==> src/rtl/bts_pkg.sv <==
package bts_pkg;

    typedef enum logic [1:0] {
        SEG_SYNC = 2'd0,
        SEG_TS1  = 2'd1,
        SEG_TS2  = 2'd2
    } seg_e;

    // per-core-clock event record from the receive front end
    typedef struct packed {
        logic tick;   // quantum boundary
        logic fall;   // line fell 1->0 across this quantum
        logic vote;   // bit value offered at this quantum
    } tq_ev_t;

    function automatic logic maj3(input logic a, input logic b, input logic c);
        return (a & b) | (a & c) | (b & c);
    endfunction

endpackage

==> src/rtl/bts_tq_gen.sv <==
module bts_tq_gen #(
    parameter int BRP_W = 5
) (
    input  logic             clk,
    input  logic             rst,
    input  logic [BRP_W-1:0] brp_i,
    output logic             tick_o
);
    localparam logic [BRP_W-1:0] ONE = BRP_W'(1);

    logic [BRP_W-1:0] cnt_q;

    // ">=" keeps the counter safe when brp_i shrinks mid-quantum
    assign tick_o = (cnt_q >= brp_i);

    always_ff @(posedge clk) begin
        if (rst)         cnt_q <= '0;
        else if (tick_o) cnt_q <= '0;
        else             cnt_q <= cnt_q + ONE;
    end
endmodule

==> src/rtl/bts_rx_front.sv <==
module bts_rx_front
    import bts_pkg::*;
#(
    parameter bit HAS_VOTE = 1'b1
) (
    input  logic   clk,
    input  logic   rst,
    input  logic   tick_i,
    input  logic   rx_i,
    input  logic   triple_i,
    output tq_ev_t ev_o
);
    // line value at the previous two quanta, [0] most recent
    logic [1:0] hist_q;

    always_ff @(posedge clk) begin
        if (rst)         hist_q <= 2'b11;
        else if (tick_i) hist_q <= {hist_q[0], rx_i};
    end

    assign ev_o.tick = tick_i;
    assign ev_o.fall = tick_i & hist_q[0] & ~rx_i;

    generate
        if (HAS_VOTE) begin : g_vote
            assign ev_o.vote = triple_i ? maj3(hist_q[1], hist_q[0], rx_i) : rx_i;
        end else begin : g_raw
            assign ev_o.vote = rx_i;
        end
    endgenerate
endmodule

==> src/rtl/bts_seg_ctrl.sv <==
module bts_seg_ctrl
    import bts_pkg::*;
#(
    parameter int T1_W  = 4,
    parameter int T2_W  = 3,
    parameter int SJW_W = 2,
    parameter int CNT_W = 6
) (
    input  logic             clk,
    input  logic             rst,
    input  tq_ev_t           ev_i,
    input  logic [T1_W-1:0]  tseg1_i,
    input  logic [T2_W-1:0]  tseg2_i,
    input  logic [SJW_W-1:0] sjw_i,
    input  logic             bus_idle_i,
    input  logic             tx_dom_i,
    output logic             bit_o,
    output logic             sample_o,
    output logic             start_o
);
    localparam logic [CNT_W-1:0] ONE = CNT_W'(1);

    seg_e             seg_q, seg_n;
    logic [CNT_W-1:0] q_q, q_n;        // quantum index inside the segment
    logic [CNT_W-1:0] ext_q, ext_n;    // first-segment stretch
    logic [CNT_W-1:0] lim_q, lim_n;    // second-segment length this bit
    logic             done_q, done_n;  // resync already taken this bit
    logic             samp, strt;

    logic [CNT_W-1:0] t1len, t2len, sjwl;
    logic [CNT_W-1:0] err, adj, ext_c, lim;
    logic             hard, resync;

    assign t1len  = CNT_W'(tseg1_i) + ONE;
    assign t2len  = CNT_W'(tseg2_i) + ONE;
    assign sjwl   = CNT_W'(sjw_i) + ONE;
    assign hard   = ev_i.fall & bus_idle_i;
    assign resync = ev_i.fall & ~bus_idle_i & ~tx_dom_i & ~done_q;

    always_comb begin
        seg_n  = seg_q;
        q_n    = q_q;
        ext_n  = ext_q;
        lim_n  = lim_q;
        done_n = done_q;
        samp   = 1'b0;
        strt   = 1'b0;
        err    = '0;
        adj    = '0;
        ext_c  = ext_q;
        lim    = lim_q;
        if (ev_i.tick) begin
            if (hard || seg_q == SEG_SYNC) begin
                // this quantum closes a synchronization segment
                strt   = 1'b1;
                seg_n  = SEG_TS1;
                q_n    = '0;
                ext_n  = '0;
                lim_n  = t2len;
                done_n = 1'b0;
            end else if (seg_q == SEG_TS1) begin
                if (resync) begin
                    err    = q_q + ONE;
                    adj    = (err > sjwl) ? sjwl : err;
                    ext_c  = adj;
                    done_n = 1'b1;
                end
                ext_n = ext_c;
                if (q_q >= t1len + ext_c - ONE) begin
                    samp  = 1'b1;
                    seg_n = SEG_TS2;
                    q_n   = '0;
                end else begin
                    q_n = q_q + ONE;
                end
            end else begin
                if (resync) begin
                    err = lim_q - q_q;
                    adj = (err > sjwl) ? sjwl : err;
                end
                if (resync && adj == err) begin
                    // full correction: edge quantum becomes the sync quantum
                    strt   = 1'b1;
                    seg_n  = SEG_TS1;
                    q_n    = '0;
                    ext_n  = '0;
                    lim_n  = t2len;
                    done_n = 1'b0;
                end else begin
                    if (resync) begin
                        lim    = lim_q - adj;
                        done_n = 1'b1;
                    end
                    lim_n = lim;
                    if (q_q >= lim - ONE) begin
                        seg_n = SEG_SYNC;
                        q_n   = '0;
                    end else begin
                        q_n = q_q + ONE;
                    end
                end
            end
        end
    end

    always_ff @(posedge clk) begin
        if (rst) begin
            seg_q    <= SEG_SYNC;
            q_q      <= '0;
            ext_q    <= '0;
            lim_q    <= '0;
            done_q   <= 1'b0;
            sample_o <= 1'b0;
            start_o  <= 1'b0;
            bit_o    <= 1'b1;
        end else begin
            seg_q    <= seg_n;
            q_q      <= q_n;
            ext_q    <= ext_n;
            lim_q    <= lim_n;
            done_q   <= done_n;
            sample_o <= samp;
            start_o  <= strt;
            if (samp) bit_o <= ev_i.vote;
        end
    end
endmodule

==> src/rtl/bts_bit_sync.sv <==
module bts_bit_sync
    import bts_pkg::*;
#(
    parameter int BRP_W    = 5,
    parameter int TSEG1_W  = 4,
    parameter int TSEG2_W  = 3,
    parameter int SJW_W    = 2,
    parameter bit HAS_VOTE = 1'b1
) (
    input  logic               clk,
    input  logic               rst,
    input  logic               rx_i,
    input  logic [BRP_W-1:0]   brp_i,
    input  logic [TSEG1_W-1:0] tseg1_i,
    input  logic [TSEG2_W-1:0] tseg2_i,
    input  logic [SJW_W-1:0]   sjw_i,
    input  logic               triple_i,
    input  logic               bus_idle_i,
    input  logic               tx_dom_i,
    output logic               bit_o,
    output logic               sample_o,
    output logic               bit_start_o
);
    localparam int W12   = (TSEG1_W > TSEG2_W) ? TSEG1_W : TSEG2_W;
    localparam int WMAX  = (W12 > SJW_W) ? W12 : SJW_W;
    localparam int CNT_W = WMAX + 2;

    logic   tick;
    tq_ev_t ev;

    bts_tq_gen #(.BRP_W(BRP_W)) u_tq (
        .clk    (clk),
        .rst    (rst),
        .brp_i  (brp_i),
        .tick_o (tick)
    );

    bts_rx_front #(.HAS_VOTE(HAS_VOTE)) u_front (
        .clk      (clk),
        .rst      (rst),
        .tick_i   (tick),
        .rx_i     (rx_i),
        .triple_i (triple_i),
        .ev_o     (ev)
    );

    bts_seg_ctrl #(
        .T1_W  (TSEG1_W),
        .T2_W  (TSEG2_W),
        .SJW_W (SJW_W),
        .CNT_W (CNT_W)
    ) u_seg (
        .clk        (clk),
        .rst        (rst),
        .ev_i       (ev),
        .tseg1_i    (tseg1_i),
        .tseg2_i    (tseg2_i),
        .sjw_i      (sjw_i),
        .bus_idle_i (bus_idle_i),
        .tx_dom_i   (tx_dom_i),
        .bit_o      (bit_o),
        .sample_o   (sample_o),
        .start_o    (bit_start_o)
    );
endmodule

==> config.mk <==
export PLATFORM = sky130hd
export DESIGN_NAME = bts_bit_sync
export DESIGN_NICKNAME = d
export VERILOG_FILES = /design/src/rtl/bts_pkg.sv /design/src/rtl/bts_tq_gen.sv /design/src/rtl/bts_rx_front.sv /design/src/rtl/bts_seg_ctrl.sv /design/src/rtl/bts_bit_sync.sv
export SDC_FILE = /design/constraint.sdc
export NUM_CORES = 1
export LEC_CHECK = 0
export BUFFER_PORTS_ARGS = -buffer_cell sky130_fd_sc_hd__buf_2
export CAP_MARGIN = 10
export CORE_MARGIN = 8
export CORE_UTILIZATION = 30
export CTS_BUF_LIST = sky130_fd_sc_hd__clkbuf_4
export CTS_CLUSTER_DIAMETER = 150
export DETAILED_ROUTE_END_ITERATION = 10
export GPL_ROUTABILITY_DRIVEN = 0
export GPL_TIMING_DRIVEN = 0
export SYNTH_ARGS = -nofsm -noshare
export SYNTH_HDL_FRONTEND = slang
export SYNTH_SLANG_ARGS = --single-unit
==> constraint.sdc <==
create_clock -name clk -period 6.7 [get_ports clk]
set_input_delay 1.34 -clock clk [delete_from_list [all_inputs] [get_ports clk]]
set_output_delay 1.34 -clock clk [all_outputs]
set_load 0.05 [all_outputs]
* After elaboration in Yosys (flattened, before gate mapping)
Index checks and enable logic that the tools add are counted.
** Word-level totals
- Register bits :: 31
- Output and inout port bits :: 3
- Word-level logic and storage cells :: 102
** Operators by class
- Add/sub/neg operators :: 10
- Order comparisons :: 5
- Equal/unequal tests :: 4
- Mux-type cells :: 47
- Bitwise operators :: 16
- Reduce and logical (&&, ||, !) cells :: 10
** Operators with widths (count)
- 6-bit 2-to-1 mux :: 30
- 6-bit greater-or-equal comparator :: 2
- 6-bit greater-than comparator :: 2
- 1-bit 2-to-1 mux :: 12
- 6-bit by 1-bit subtractor with 6-bit output (second input constant) :: 2
- 6-bit subtractor :: 2
- 2-bit 2-to-1 mux :: 5
- 1-bit bitwise AND :: 9
- 6-bit by 1-bit adder with 6-bit output (second input constant) :: 1
- 6-bit adder :: 1
- 6-bit == test :: 1
- 4-bit by 1-bit adder with 5-bit output (second input constant) :: 1
- 5-bit by 1-bit adder with 5-bit output (second input constant) :: 1
- 5-bit greater-or-equal comparator :: 1
- 1-bit NOT :: 5
- 3-bit by 1-bit adder with 4-bit output (second input constant) :: 1
- 2-bit AND reduction :: 2
- 4-bit nonzero test :: 1
- 2-bit OR reduction :: 2
- 2-bit by 1-bit adder with 3-bit output (second input constant) :: 1
- 3-bit by 2-bit inequality test with 1-bit output (second input constant) :: 1
- 3-bit AND reduction :: 1
- 3-bit nonzero test :: 1
- 2-bit by 1-bit == test with 1-bit output (second input constant) :: 1
- other kinds (5) :: 6

* Depth between registers and ports, before layout
- Depth in word-level cells :: 22
- Mapped depth :: 27
- Gate-level depth less buffers :: 26

* Cells and area by module
Synthesis repeated with hierarchy kept, for this count alone.
** Unflattened totals
- Cells, all modules :: 357
- Area total of the unflattened synthesis :: 2896.5 um2
** Modules (own cells, without submodules)
- bts_seg_ctrl :: instances 1, cells each 308, area an instance 2464.9 um2, sequential area each 480.5 um2
- bts_tq_gen :: instances 1, cells each 36, area an instance 327.8 um2, sequential area each 100.1 um2
- bts_rx_front :: instances 1, cells each 13, area an instance 103.8 um2, sequential area each 40.0 um2

* Least setup slack after synthesis
Ideal clock, no wire load.
- Path kind :: input port to flip-flop
- Start point :: in brp_i[4]
- End point :: reg u_seg.seg_q[0]
- Arrival :: 5.727 ns
- Required time :: 6.609 ns
- Setup slack :: 0.882 ns
- Cell stages on the path :: 24
- Buffers on the path :: 1
- Cell sequence :: inv_1 -> ha_1 -> and2_1 -> nand2_1 -> o21a_1 -> nor2_1 -> clkbuf_1 -> mux2i_1 -> ha_1 -> inv_1 -> ha_1 -> fa_1 -> a21o_1 -> a21oi_1 -> xor2_1 -> xnor2_1 -> ha_1 -> a21oi_1 -> nand3_1 -> a21oi_1 -> o21bai_1 -> o41a_1 -> a21oi_1 -> a311oi_1
** On the way
- Cells in the longest elaborated chain, start to end :: 20
- Elaborated cells between the ends (all ways) :: 39
- Classes of those cells :: add/sub (4); order compare (3); eq/ne (2); mux (20); bitwise (6); reduce/logical (4)
** Ends and longest elaborated chain
- start, declared :: line bts_bit_sync.sv:13 : input logic [BRP_W-1:0] brp_i,
- 5-bit greater-or-equal comparator * :: line bts_tq_gen.sv:14 : assign tick_o = (cnt_q >= brp_i);
- 1-bit bitwise AND (2 in a row) :: line bts_rx_front.sv:22 : assign ev_o.fall = tick_i & hist_q[0] & ~rx_i;
- 1-bit bitwise AND (3 in a row) :: line bts_seg_ctrl.sv:38 : assign resync = ev_i.fall & ~bus_idle_i & ~tx_dom_i & ~done_q;
- 6-bit 2-to-1 mux :: line bts_seg_ctrl.sv:77 : if (resync) begin
- 6-bit 2-to-1 mux :: line bts_seg_ctrl.sv:61 : end else if (seg_q == SEG_TS1) begin
- 6-bit 2-to-1 mux :: line bts_seg_ctrl.sv:53 : if (hard || seg_q == SEG_SYNC) begin
- 6-bit 2-to-1 mux :: line bts_seg_ctrl.sv:52 : if (ev_i.tick) begin
- 6-bit subtractor :: line bts_seg_ctrl.sv:91 : lim = lim_q - adj;
- 6-bit 2-to-1 mux :: line bts_seg_ctrl.sv:90 : if (resync) begin
- 6-bit 2-to-1 mux :: line bts_seg_ctrl.sv:81 : if (resync && adj == err) begin
- 6-bit 2-to-1 mux :: line bts_seg_ctrl.sv:61
- 6-bit 2-to-1 mux :: line bts_seg_ctrl.sv:53
- 6-bit 2-to-1 mux :: line bts_seg_ctrl.sv:52
- 6-bit by 1-bit subtractor with 6-bit output :: line bts_seg_ctrl.sv:95 : if (q_q >= lim - ONE) begin
- 6-bit greater-or-equal comparator :: line bts_seg_ctrl.sv:95
- 4-bit nonzero test (no line)
- 3-bit AND reduction (no line)
- end signal, assigned :: line bts_seg_ctrl.sv:117 : seg_q <= seg_n;
- end, declared :: line bts_seg_ctrl.sv:23 : seg_e seg_q, seg_n;
Every way passes the cells marked *; elsewhere a longest branch is shown, timed or not. The select of a mux whose other input is x is not followed.
A chain may end at the register's enable or synchronous reset.

* Final worst setup path
- Start point :: in brp_i[4]
- End point :: reg u_seg.q_q[4]
** On the way
- Cells in the longest elaborated chain, start to end :: 22
- Elaborated cells between the ends (all ways) :: 38
- Classes of those cells :: add/sub (4); order compare (3); eq/ne (1); mux (22); bitwise (6); reduce/logical (2)
** Ends and longest elaborated chain
- 5-bit greater-or-equal comparator * :: line bts_tq_gen.sv:14
- 1-bit bitwise AND (2 in a row) :: line bts_rx_front.sv:22
- 1-bit bitwise AND (3 in a row) :: line bts_seg_ctrl.sv:38
- 6-bit 2-to-1 mux :: line bts_seg_ctrl.sv:77
- 6-bit 2-to-1 mux :: line bts_seg_ctrl.sv:61
- 6-bit 2-to-1 mux :: line bts_seg_ctrl.sv:53
- 6-bit 2-to-1 mux :: line bts_seg_ctrl.sv:52
- 6-bit subtractor :: line bts_seg_ctrl.sv:91
- [... 3 more ...]
- 6-bit 2-to-1 mux :: line bts_seg_ctrl.sv:53
- 6-bit 2-to-1 mux :: line bts_seg_ctrl.sv:52
- 6-bit by 1-bit subtractor with 6-bit output :: line bts_seg_ctrl.sv:95
- 6-bit greater-or-equal comparator :: line bts_seg_ctrl.sv:95
- 6-bit 2-to-1 mux :: line bts_seg_ctrl.sv:95
- 6-bit 2-to-1 mux :: line bts_seg_ctrl.sv:81
- 6-bit 2-to-1 mux :: line bts_seg_ctrl.sv:61
- 6-bit 2-to-1 mux :: line bts_seg_ctrl.sv:53
- end signal, assigned :: line bts_seg_ctrl.sv:118 : q_q <= q_n;
- end, declared :: line bts_seg_ctrl.sv:24 : logic [CNT_W-1:0] q_q, q_n;
Marks and branches as above.

==> results.md <==
* CTS max path bufs at 2
* Synth Flop Type: dfxtp_1
* Outcome: complete, no violations
* # IOs at 23
* Setup CP Type: in2reg
* PwrDens at roughly 160 mW/mm²
* Critical path launch point type: input pin
* WL final at about 7.2 mm
* CTS tree: done
* Setup violators final at 0
* Vias in the first global route at 2631
* H-Tree Depth at 2
* Vias per std cell at approximately 5
* Max IR drop VDD at about 0.077 mV
* Reg-to-reg endpoint: u_seg.q_q[4]$_SDFFE_PP0P_
* GRT Overall Usage at 11.3%
* Synth-to-Final Area Change at 12.0%
* Die Height at 116 µm
* # nets final at between 400 and 500
* Warnings, synthesis at 0
* Post-synthesis cell count at 362
* CTS clock-pin slew for the worst setup and hold paths at around 100 ps
* LEAKAGE at 1.44 nW
* Row cnt at 36
* Share of layout cells above drive strength 1 at 11.5%
* Crit-path slowest cell: clkbuf_1
* Core footprint at 0.00973 mm²
* Syn Area/Cell at 8.25 µm²
* Final total power at about 530 µW
* Ant diodes at 0
* Fmax at roughly 160 MHz
* Fin Clk Skew at 11.6 ps
* Slew Viols, Final at 0
* Final Non-Filler Cells at roughly 530
* Post-DR wirelength/cell at 13.7 µm
* Util after Layout at 34.4%
* Async S/R FF share, synth at 0%
* Most common cell in the netlist: ha_1
* Area of the die at between 0.01 and 0.015 mm²
* Port Buffers at 22
* Die Wd at between 100 and 150 µm
* Crit-path most repeated cell: ha_1
* Clk sinks at 31
* Dpl hpwl at 5.85 mm
* Placed cells at between 500 and 600
* RSZ-0062 raised after global routing: false
* Starting Density at 30.7%
* Num CTS Buffers at 5
* Reg2Reg Setup Slack at 1090 ps
* Family with the most delay on the worst path: compound AO/OA/AOI/OAI gates
* Critical path depth at 26
* Crit path to: u_seg.q_q[4]$_SDFFE_PP0P_
* Clock root buffer master: clkbuf_4
* Via count at 2633
* CP Buf/Inv Count at 5
* Synth top area cells: dfxtp_1, ha_1, xnor2_1
* Min Clock Period, post-route at 6260 ps
* CP required at 6970 ps
* CP Max Fanout at 10
* Cells on worst reg2reg path at 26
* Worst path arrival time at 6530 ps
* Initial antenna violation count at 0
* Synth unique cells at 60
* Grt total ovfl at 0
* Commonest cells post-synth: ha_1, inv_1, dfxtp_1
* Worst r2r src: u_seg.q_q[2]$_SDFFE_PP0P_
* Sequential area share after synthesis at approximately a fifth
* Post-CTS setup buffers at 0
* Crit path largest cell delay at 530 ps
* Clk_lat worst skew at 350 ps
* Synthesized area at 0.00299 mm²
* Initial DRT Pass Iterations at 5
* #FFs+latches synth at 31
* Drc violations at 0
* Worst-Margin Slew at between 600 and 700 ps
* Synth area leader: dfxtp_1
* 1st-iter DRT viols at roughly 130
* Maximum capacitance violations at 0
* Period utilisation layout at around 93%
* Worst min path class: reg2reg
* Crit end category: register
* First-pass GRT wire length at between 10 and 15 mm
* EDFF count, synth at 0
* Pin count of the biggest net entering global routing at 11
* Final hold vios at 0
* Synth top area share at between 20% and 30%
* DRT antenna net count at 0
* Crit path launch: brp_i[4]
* Relative slew margins at 56.3%
-- worst min path at each step --
stage	startpoint	end	slack [ps]	cells after the start
floorplan	u_tq.cnt_q[0]$_SDFF_PP0_	u_tq.cnt_q[0]$_SDFF_PP0_	430	1
global placement	u_seg.ext_q[0]$_SDFFE_PP0P_	u_seg.ext_q[0]$_SDFFE_PP0P_	450	1
detailed placement	u_seg.ext_q[1]$_SDFFE_PP0P_	u_seg.ext_q[1]$_SDFFE_PP0P_	450	1
CTS	u_seg.ext_q[1]$_SDFFE_PP0P_	u_seg.ext_q[1]$_SDFFE_PP0P_	470	1
global route	u_seg.ext_q[4]$_SDFFE_PP0P_	u_seg.ext_q[4]$_SDFFE_PP0P_	480	1
finish	u_seg.ext_q[3]$_SDFFE_PP0P_	u_seg.ext_q[3]$_SDFFE_PP0P_	470	1
-- sequential cells by signal (all words and copies together), names as in the netlist --
register	flops
u_seg.ext_q	6
u_seg.sample_o	1
u_seg.seg_q	2
u_seg.lim_q	6
u_seg.q_q	6
u_front.hist_q	2
u_seg.bit_o	1
u_seg.start_o	1
u_seg.done_q	1
u_tq.cnt_q	5
-- logic make-up after synthesis --
| family | synth area share, % |
|---|---|
| xor+xnor | 8.34 |
| fa+ha+maj | 22.1 |
| simple gates | 18.7 |
| compound gates | 20.2 |
| mux | 3.48 |
| flops | 20.8 |
| other cells | 0.126 |
| buf+inv | 6.28 |
-- cells in the final DEF (no fill, tap or decap), types with 2 or more instances in the layout --
cell	synthesis	routed
dfxtp_1	31	31
xor2_1	8	8
o2bb2ai_1	3	3
conb_1	1	2
nand4_1	5	5
a21boi_0	3	3
nand2_1	27	27
and2_1	3	3
nor4_1	4	4
o211ai_1	6	6
a32oi_1	2	2
ha_1	48	48
inv_1	37	37
or3_1	5	5
clkbuf_1	5	5
a31oi_1	3	3
nor3_1	8	8
mux2_2	3	3
o21ai_0	13	13
nor2_1	23	22
nand2b_1	4	4
nand3_1	17	17
a21o_1	5	5
xnor2_1	16	16
mux2i_1	7	7
clkbuf_4	0	5
nor2b_1	4	4
and3_1	5	5
o41a_1	2	2
buf_2	0	22
a211oi_1	2	2
o21ai_1	3	3
a21oi_1	23	23
buf_6	2	2
fa_1	3	3
o21a_1	3	3
a311oi_1	3	3
-- worst register-to-register path: stages, from the launching register on --
cell and delay (ps):
dfxtp_1 470, inv_1 120, ha_1 380, nand2_1 60, o21ai_0 210, or3b_4 420
a22o_1 300, o21ba_2 300, nor2_1 50, a211oi_1 230, ha_1 230, fa_1 220
inv_1 50, a21o_1 150, a21oi_1 170, xnor2_1 80, mux2i_1 300, o2111ai_1 210
xnor2_1 250, ha_1 280, a21oi_1 130, o21ai_0 90, o21bai_1 140, o41a_1 270
buf_6 180, nand4_1 100, o211ai_1 140
-- layout make-up --
type	instances	area [µm²]
well taps	133	166
fillers	1014	6380
inverters	37	139
plain buffers	8	48.8
repair buffers	22	110
flip-flops and latches	31	621
clock buffers	5	37.5
multi-input cells	287	2180
clock inverters	3	38.8
-- per-layer routing --
layer	GRT usage, %	vias up	part of all wire (%)
li1	-	1366	-
met1	13.7	1202	45
met5	0	-	0
met2	19.2	51	47
met3	2.29	14	5.0
met4	4.49	0	2.0
-- what timing repair did --
item                       in CTS  in global routing
hold buffers                    0                  0
gates resized for setup         0                  1
setup endpoints to repair       0                 10
-- through the flow --
stage,area [µm²],hold slack [ps],TNS (ps),setup WS (ps)
after global routing,3350,483,0,27.5
after global placement,3270,447,-504,-99.2
after CTS,3340,474,0,226
after floorplan,2990,430,0,882
after detailed placement,3270,449,-649,-123
final,3350,471,0,436
-- power by group --
group	switching (mW)	leakage [nW]	internal (mW)	total (mW)
Sequential	0.00720	0.251	0.190	0.197
Combinational	0.101	1.15	0.0790	0.180
Clock	0.0730	0.0426	0.0767	0.150
Total	0.181	1.44	0.346	0.527
Power figures use the tool's default switching activity.
